[config.mk]
export PLATFORM = sky130hd
export DESIGN_NAME = dual_pwm_timer
export DESIGN_NICKNAME = d
export VERILOG_FILES = /design/src/rtl/dpt_pkg.sv /design/src/rtl/dpt_regs.sv /design/src/rtl/dpt_chan.sv /design/src/rtl/dpt_pwm_out.sv /design/src/rtl/dual_pwm_timer.sv
export SDC_FILE = /design/constraint.sdc
export NUM_CORES = 1
export LEC_CHECK = 0
export ABC_CLOCK_PERIOD_IN_PS = 8000
export BUFFER_PORTS_ARGS = -buffer_cell sky130_fd_sc_hd__buf_4
export CORE_UTILIZATION = 30
export DETAILED_ROUTE_END_ITERATION = 6
export PLACE_DENSITY = 0.52
export SYNTH_ARGS = -nofsm -noshare
export SYNTH_HDL_FRONTEND = slang
export SYNTH_HIERARCHICAL = 1
export SYNTH_SLANG_ARGS = --single-unit
[constraint.sdc]
create_clock -name clk -period 8 [get_ports clk]
set_clock_uncertainty 0.2 [all_clocks]
set_input_delay 1.2 -clock clk [delete_from_list [all_inputs] [get_ports clk]]
set_output_delay 1.2 -clock clk [all_outputs]
set_load 0.02 [all_outputs]
[src/rtl/dpt_pkg.sv]
package dpt_pkg;

    localparam int REG_W  = 32;
    localparam int ADDR_W = 5;
    localparam int CTL_W  = 8;
    localparam int ALL_BIT = 8;   // write-only start-all strobe

    // Control word, bit 7 down to bit 0
    typedef struct packed {
        logic chain;    // 7
        logic load;     // 6
        logic arl;      // 5 auto reload
        logic run;      // 4
        logic pwm;      // 3
        logic gen;      // 2 generate output enable
        logic capt;     // 1 capture mode
        logic down;     // 0 count direction
    } ctl_t;

    typedef enum logic [2:0] {
        IDX_CTL0  = 3'd0,
        IDX_LOAD0 = 3'd1,
        IDX_CTL1  = 3'd2,
        IDX_LOAD1 = 3'd3,
        IDX_CNT0  = 3'd4,
        IDX_CNT1  = 3'd5
    } reg_idx_e;

    // Clocks in one counting cycle for a given reload value
    function automatic logic [REG_W+1:0] cyc_count(input logic down,
                                                   input logic [REG_W-1:0] ld,
                                                   input logic [REG_W-1:0] maxv);
        if (down)
            return (REG_W+2)'(ld) + (REG_W+2)'(2);
        return (REG_W+2)'(maxv) - (REG_W+2)'(ld) + (REG_W+2)'(2);
    endfunction

    // Channel set up for waveform generation (chain checked separately)
    function automatic logic wave_ready(input ctl_t c);
        return c.gen && c.pwm && c.run && c.arl && !c.capt && !c.load;
    endfunction

endpackage

[src/rtl/dpt_regs.sv]
module dpt_regs
    import dpt_pkg::*;
#(
    parameter int CNT_W = 16
) (
    input  logic                clk,
    input  logic                rst,
    input  logic                we,
    input  logic [ADDR_W-1:0]   addr,
    input  logic [REG_W-1:0]    wdata,
    input  logic [CNT_W-1:0]    cnt_i   [2],
    output ctl_t                ctl_o   [2],
    output logic [CNT_W-1:0]    load_o  [2],
    output logic [REG_W-1:0]    rdata
);

    reg_idx_e idx;
    logic     start_all;
    logic     wr_ctl  [2];
    logic     wr_load [2];
    logic     unused_bits;

    assign idx         = reg_idx_e'(addr[ADDR_W-1:2]);
    assign start_all   = we && wdata[ALL_BIT] && (idx == IDX_CTL0 || idx == IDX_CTL1);
    assign wr_ctl[0]   = we && (idx == IDX_CTL0);
    assign wr_ctl[1]   = we && (idx == IDX_CTL1);
    assign wr_load[0]  = we && (idx == IDX_LOAD0);
    assign wr_load[1]  = we && (idx == IDX_LOAD1);
    assign unused_bits = ^{addr[1:0], wdata[REG_W-1:ALL_BIT+1]};

    always_ff @(posedge clk) begin
        if (rst) begin
            for (int k = 0; k < 2; k++) begin
                ctl_o[k]  <= '0;
                load_o[k] <= '0;
            end
        end else begin
            for (int k = 0; k < 2; k++) begin
                if (ctl_o[k].load)
                    ctl_o[k].load <= 1'b0;
                if (start_all)
                    ctl_o[k].run <= 1'b1;
                if (wr_ctl[k]) begin
                    ctl_o[k] <= ctl_t'(wdata[CTL_W-1:0]);
                    if (start_all)
                        ctl_o[k].run <= 1'b1;
                end
                if (wr_load[k])
                    load_o[k] <= wdata[CNT_W-1:0];
            end
        end
    end

    always_comb begin
        case (idx)
            IDX_CTL0:  rdata = REG_W'(ctl_o[0]);
            IDX_LOAD0: rdata = REG_W'(load_o[0]);
            IDX_CTL1:  rdata = REG_W'(ctl_o[1]);
            IDX_LOAD1: rdata = REG_W'(load_o[1]);
            IDX_CNT0:  rdata = REG_W'(cnt_i[0]);
            IDX_CNT1:  rdata = REG_W'(cnt_i[1]);
            default:   rdata = '0;
        endcase
    end

endmodule

[src/rtl/dpt_chan.sv]
module dpt_chan
    import dpt_pkg::*;
#(
    parameter int CNT_W = 16
) (
    input  logic              clk,
    input  logic              rst,
    input  ctl_t              ctl,
    input  logic [CNT_W-1:0]  load_val,
    input  logic              resync,
    output logic [CNT_W-1:0]  cnt,
    output logic              reload_evt,
    output logic              term_evt
);

    localparam logic [CNT_W-1:0] MAXV = '1;

    logic run_q;
    logic tc_q;
    logic active;
    logic at_term;
    logic unused_ctl;

    assign active     = ctl.run && run_q;
    assign at_term    = ctl.down ? (cnt == '0) : (cnt == MAXV);
    assign reload_evt = active && ((tc_q && ctl.arl) || resync);
    assign term_evt   = active && tc_q;
    assign unused_ctl = ^{ctl.chain, ctl.pwm, ctl.gen, ctl.capt};

    always_ff @(posedge clk) begin
        if (rst) begin
            cnt   <= '0;
            tc_q  <= 1'b0;
            run_q <= 1'b0;
        end else begin
            run_q <= ctl.run;
            if (ctl.load) begin
                cnt  <= load_val;
                tc_q <= 1'b0;
            end else if (active) begin
                if (reload_evt) begin
                    cnt  <= load_val;
                    tc_q <= 1'b0;
                end else begin
                    cnt  <= ctl.down ? cnt - 1'b1 : cnt + 1'b1;
                    tc_q <= at_term;
                end
            end
        end
    end

endmodule

[src/rtl/dpt_pwm_out.sv]
module dpt_pwm_out
    import dpt_pkg::*;
#(
    parameter int CNT_W = 16
) (
    input  logic              clk,
    input  logic              rst,
    input  ctl_t              ctl0,
    input  ctl_t              ctl1,
    input  logic [CNT_W-1:0]  load0,
    input  logic [CNT_W-1:0]  load1,
    input  logic              period_evt,
    input  logic              duty_evt,
    output logic              pwm_act,
    output logic              pwm_o
);

    localparam logic [CNT_W-1:0] MAXV   = '1;
    localparam logic [REG_W-1:0] MAXV32 = REG_W'(MAXV);

    logic             act_q;
    logic             pwm_q;
    logic             start;
    logic             high_ok;
    logic [REG_W+1:0] cyc_per;
    logic [REG_W+1:0] cyc_hi;
    logic             unused_chain;

    assign pwm_act      = wave_ready(ctl0) && !ctl0.chain && wave_ready(ctl1);
    assign start        = pwm_act && !act_q;
    assign cyc_per      = cyc_count(ctl0.down, REG_W'(load0), MAXV32);
    assign cyc_hi       = cyc_count(ctl1.down, REG_W'(load1), MAXV32);
    assign high_ok      = cyc_hi < cyc_per;
    assign pwm_o        = pwm_q && pwm_act;
    assign unused_chain = ctl1.chain;

    always_ff @(posedge clk) begin
        if (rst) begin
            act_q <= 1'b0;
            pwm_q <= 1'b0;
        end else begin
            act_q <= pwm_act;
            if (!pwm_act)
                pwm_q <= 1'b0;
            else if (start || period_evt)
                pwm_q <= high_ok;
            else if (duty_evt)
                pwm_q <= 1'b0;
        end
    end

endmodule

[src/rtl/dual_pwm_timer.sv]
module dual_pwm_timer
    import dpt_pkg::*;
#(
    parameter int CNT_W = 16
) (
    input  logic                clk,
    input  logic                rst,
    input  logic                bus_we,
    input  logic [4:0]          bus_addr,
    input  logic [31:0]         bus_wdata,
    output logic [31:0]         bus_rdata,
    output logic                pwm_o
);

    ctl_t             ctl    [2];
    logic [CNT_W-1:0] ld     [2];
    logic [CNT_W-1:0] cnt    [2];
    logic             rl_evt [2];
    logic             tm_evt [2];
    logic             rs     [2];
    logic             act;

    // Named views used by the bound checker
    ctl_t             ctl0_s;
    ctl_t             ctl1_s;
    logic [31:0]      cnt0_x;
    logic [31:0]      load0_x;

    assign ctl0_s  = ctl[0];
    assign ctl1_s  = ctl[1];
    assign cnt0_x  = 32'(cnt[0]);
    assign load0_x = 32'(ld[0]);

    dpt_regs #(.CNT_W(CNT_W)) u_regs (
        .clk    (clk),
        .rst    (rst),
        .we     (bus_we),
        .addr   (bus_addr),
        .wdata  (bus_wdata),
        .cnt_i  (cnt),
        .ctl_o  (ctl),
        .load_o (ld),
        .rdata  (bus_rdata)
    );

    for (genvar k = 0; k < 2; k++) begin : g_chan
        if (k == 0) begin : g_period
            assign rs[k] = 1'b0;
        end else begin : g_duty
            assign rs[k] = act && rl_evt[0];
        end
        dpt_chan #(.CNT_W(CNT_W)) u_chan (
            .clk        (clk),
            .rst        (rst),
            .ctl        (ctl[k]),
            .load_val   (ld[k]),
            .resync     (rs[k]),
            .cnt        (cnt[k]),
            .reload_evt (rl_evt[k]),
            .term_evt   (tm_evt[k])
        );
    end

    dpt_pwm_out #(.CNT_W(CNT_W)) u_out (
        .clk        (clk),
        .rst        (rst),
        .ctl0       (ctl[0]),
        .ctl1       (ctl[1]),
        .load0      (ld[0]),
        .load1      (ld[1]),
        .period_evt (rl_evt[0]),
        .duty_evt   (tm_evt[1]),
        .pwm_act    (act),
        .pwm_o      (pwm_o)
    );

endmodule

# Word level (Yosys, flattened, before mapping)
# Index checks and enable logic that the tools add are counted.
# totals
register_bits	86
latch_bits	0
ram_bits	0
mem_bits_ro	0
input_bits	40
out_inout_bits	33
mem_count	0
# op_classes
n_addsub	10
n_mul	0
div	0
magnitude_cmp	1
n_eq_ne	7
shifts	0
n_mux	25
bitwise_logic	3
n_reduce_logical	50
# ops
cell	n
2-to-1 mux 34 bit	4
2-to-1 mux 16 bit	8
one-hot mux 16 bit (6 select lines)	1
adder 34 x 2 -> 34 bit, second input constant	2
adder 16 x 2 -> 17 bit, second input constant	2
less-than comparator 34 bit	1
subtractor 16 x 16 -> 17 bit, first input constant	2
adder 16 x 1 -> 16 bit, second input constant	2
== test 16 bit, second input constant	2
zero test 16 bit	2
subtractor 16 x 1 -> 16 bit, second input constant	2
logical AND 1 bit	28
2-to-1 mux 1 bit	10
2-to-1 mux 5 bit	2
nonzero test 2 bit	5
OR reduction 2 bit	5
== test 3 x 2 -> 1 bit, second input constant	2
== test 3 bit, second input constant	2
zero test 1 bit	6
== test 3 x 1 -> 1 bit, second input constant	1
zero test 3 bit	1
logical OR 1 bit	3
NOT 1 bit	3

# Depth between registers and ports, before layout
# depth
depth_word	13
ltp_mapped	14

# Cells and area by module
# The synthesis kept the hierarchy.
# modules_own_cells
module	instances	cells_each	area_per_inst_um2	seq_area_each_um2
dpt_regs	1	305	2543.7	960.9
dpt_chan (g_chan[0].u_chan)	1	211	1629.1	360.3
dpt_chan (g_chan[1].u_chan)	1	195	1544.0	360.3
dpt_pwm_out	1	218	1447.6	40.0
dual_pwm_timer	1	2	10.0	0.0

# Least setup slack after synthesis
# OpenSTA, ideal clock, no wires.
# synth_path
path_kind	input-to-output
startpoint	input port bus_addr[2]
endpoint	output port bus_rdata[1]
arrival_time_ns	2.405
required_ns	6.600
path_slack_ns	4.195
stages	5
n_path_buf	3
path_cell_list	buf_2 > buf_4 > clkbuf_1 > a22oi_1 > o21ai_0
# synth_via
elab_chain_len	2
elab_cells_between_ends	7
cone_classes	5 x eq/ne; 1 x mux; 1 x reduce/logical
# synth_rtl
item	line	rtl
start: declaration	dual_pwm_timer.sv:9	input logic [4:0] bus_addr,
== test 3 bit (tied with other cells)	dpt_regs.sv:55	case (idx)
one-hot mux 16 bit (6 select lines) (*)	dpt_regs.sv:55	
end: declaration	dual_pwm_timer.sv:11	output logic [31:0] bus_rdata,
# Every way passes the cells marked *; elsewhere a longest branch is shown, timed or not.

# Worst setup path after layout
# layout_path
startpoint	input port bus_addr[3]
endpoint	output port bus_rdata[0]
# The elaborated chain is that of the path after synthesis.

==> impl_metrics.toml <==
[run_status]
status = "finished, final reports clean"

[grt]
grt_pass1_vias = 6234
gr-total-overflow = 0
track_usage = 0.187
use_met3 = 0.0274
antenna_found_initial = 0
grtUsageMet2 = 0.300
grt_pass1_wl_um = 35300
met1_usage = 0.256
grt_max_degree = 82
grt_busiest_layer = "met2"

[drt]
vias = 6867
ant_nets = 0
drt_iter0_markers = 487
vias_per_cell = 5.45
wire_per_inst_um = 18.0
route.detailed.drc = 0
drtPass1Iterations = 5
routed_wl_um = 22700

[clock_tree]
cts_root_buffer = "clkbuf_16"
ctsResizeCount = 0
cts_num_sinks = 86
clk_pin_slew_ns = 0.06
clockBufferDepth = 2
insertion_delay_ns = 0.35
htreeDepth = 3
cts_tree = "done"
numCtsBuffers = 9
post-cts-setup-buffers = 0
hold_buffers = 0

[yosys]
synth_area_per_cell_um2 = 7.71
synth_cells = 930
netlist_area_mm2 = 0.00717
yosys_warnings = 6

[sta]
final.period_utilization = 0.504
maxSlewHeadroom = 0.360
whs_ns = 0.267
setup_viol = 0
period_minus_slack_ns = 4.03
rsz0062_at_grt = "false"
fin_tns_setup_ns = 0
slew_viol_final = 0
finalHoldViolCount = 0
fmax_mhz = 248
tightest_slew_ns = 0.960

[place]
gp_congestion = 0.817
portBuffers = 38
placed_cell_area_mm2 = 0.00761
hpwl_um = 16700

[setup_path]
cp_max_fo = 39
cp.arrival_ns = 2.63
path_delay_family = "buffers and inverters"
max_stage_delay_ns = 0.56
cp-start-kind = "primary input"
end_kind = "output pin"
path_class = "in2out"
cp_num_buf_inv = 2
critPathSlowestCell = "mux4_2"
cp_common_cell = "buf_4"
required_ns = 6.60
path_cells = "buf_4 > mux4_2 > nand2_1 > o21ai_0 > buf_4"

[cells_and_area]
fillCellCount = 2532
drive_above_1_share = 0.104
syn2layout_area_growth_pct = 10.4
n_antenna_cell = 0
final_area_mm2 = 0.00791
nNetsFinal = 1027

[floorplan]
fp.dieArea_mm2 = 0.0245
die-width_um = 157
start_util = 0.305
rows = 56
die_height_um = 157
core_area_mm2 = 0.0235
io_pins = 73

[flow_run]
cap_violations = 0

[power]
p_int_mw = 0.769
ir_drop_mv = 0.0926
netSwitchingFraction = 0.294
powerDensity_mw_per_mm2 = 138
cellLeakagePower_nw = 3.01
p_comb_frac = 0.184
power.clock.fraction = 0.402
power_mw = 1.09
pwr-share-seq = 0.413
p_sw_mw = 0.321

[min_path]
hold_path_class = "reg2reg"
## metrics by stage
| step | setup WS [ns] | std cells | util |
|---|---|---|---|
| 2_1_floorplan | 4.20 | 945 | - |
| 6_report | 3.97 | 1261 | 0.337 |
| 5_1_grt | 3.85 | 1261 | 0.337 |
| 3_5_place_dp | 3.97 | 1245 | 0.324 |
| 4_1_cts | 3.97 | 1261 | 0.337 |
| 3_3_place_gp | 3.97 | 1245 | 0.324 |
## area by class of cell
class / instances / area [um2] / share of cell area
Timing Repair Buffer: 43 / 323 / 0.0408
Sequential cell: 86 / 1720 / 0.218
Clock inverter: 4 / 55.1 / 0.00696
Tap cell: 319 / 399 / 0.0505
Inverter: 23 / 86.3 / 0.0109
Multi-Input combinational cell: 774 / 5080 / 0.642
Clock buffer: 12 / 246 / 0.0312
## layout by cell type, fill, tap and decap left out, drive strengths merged, types with 16 or more instances in the layout
cell type  instances
nand2            148
a21oi            103
dfxtp             86
nor2              64
ha                48
buf               43
o21ai             43
xnor2             30
nand4             28
inv               24
mux2i             22
a22oi             19
mux2              19
conb              17
nor4              16
xor2              16
## routing by layer
metal | vias to the layer above | wire, um
li1 | 3431 | -
met4 | 0 | 495
met3 | 24 | 867
met2 | 147 | 10400
met1 | 3265 | 11000
met5 | - | 0
## worst paths after layout
| path | from | to | slack, ns | depth (start not counted) |
|---|---|---|---|---|
| worst min-delay path | g_chan[0].u_chan/tc_q | g_chan[0].u_chan/tc_q | 0.27 | 2 |
| worst min register to register | g_chan[0].u_chan/tc_q | g_chan[0].u_chan/tc_q | 0.27 | 2 |
| worst max-delay path | bus_addr[3] | bus_rdata[0] | 3.97 | 5 |
| worst max register to register | u_regs/load_o[2] | u_out/pwm_q | 4.27 | 12 |
## tightest hold or removal path: stages (launching register included)
cell,delay (ns)
dfxtp_1,0.31
nand2_1,0.05
a211oi_1,0.05
## power by group through the flow
stage / combinational, mW / sequential, mW / clock [mW]
floorplan: 0.156 / 0.454 / 0
global placement: 0.198 / 0.460 / 0
detailed placement: 0.200 / 0.460 / 0
CTS: 0.200 / 0.450 / 0.447
global route: 0.225 / 0.451 / 0.467
finish: 0.201 / 0.450 / 0.438
## state kept, by name, indices dropped and copies added, names as in the netlist
| signal | cells |
|---|---|
| g_chan.u_chan/run_q | 2 |
| g_chan.u_chan/cnt | 32 |
| g_chan.u_chan/tc_q | 2 |
| u_regs/load_o | 32 |
| u_regs/ctl_o | 16 |
| u_out/pwm_q | 1 |
| u_out/act_q | 1 |
(Power assumes the default switching activity.)
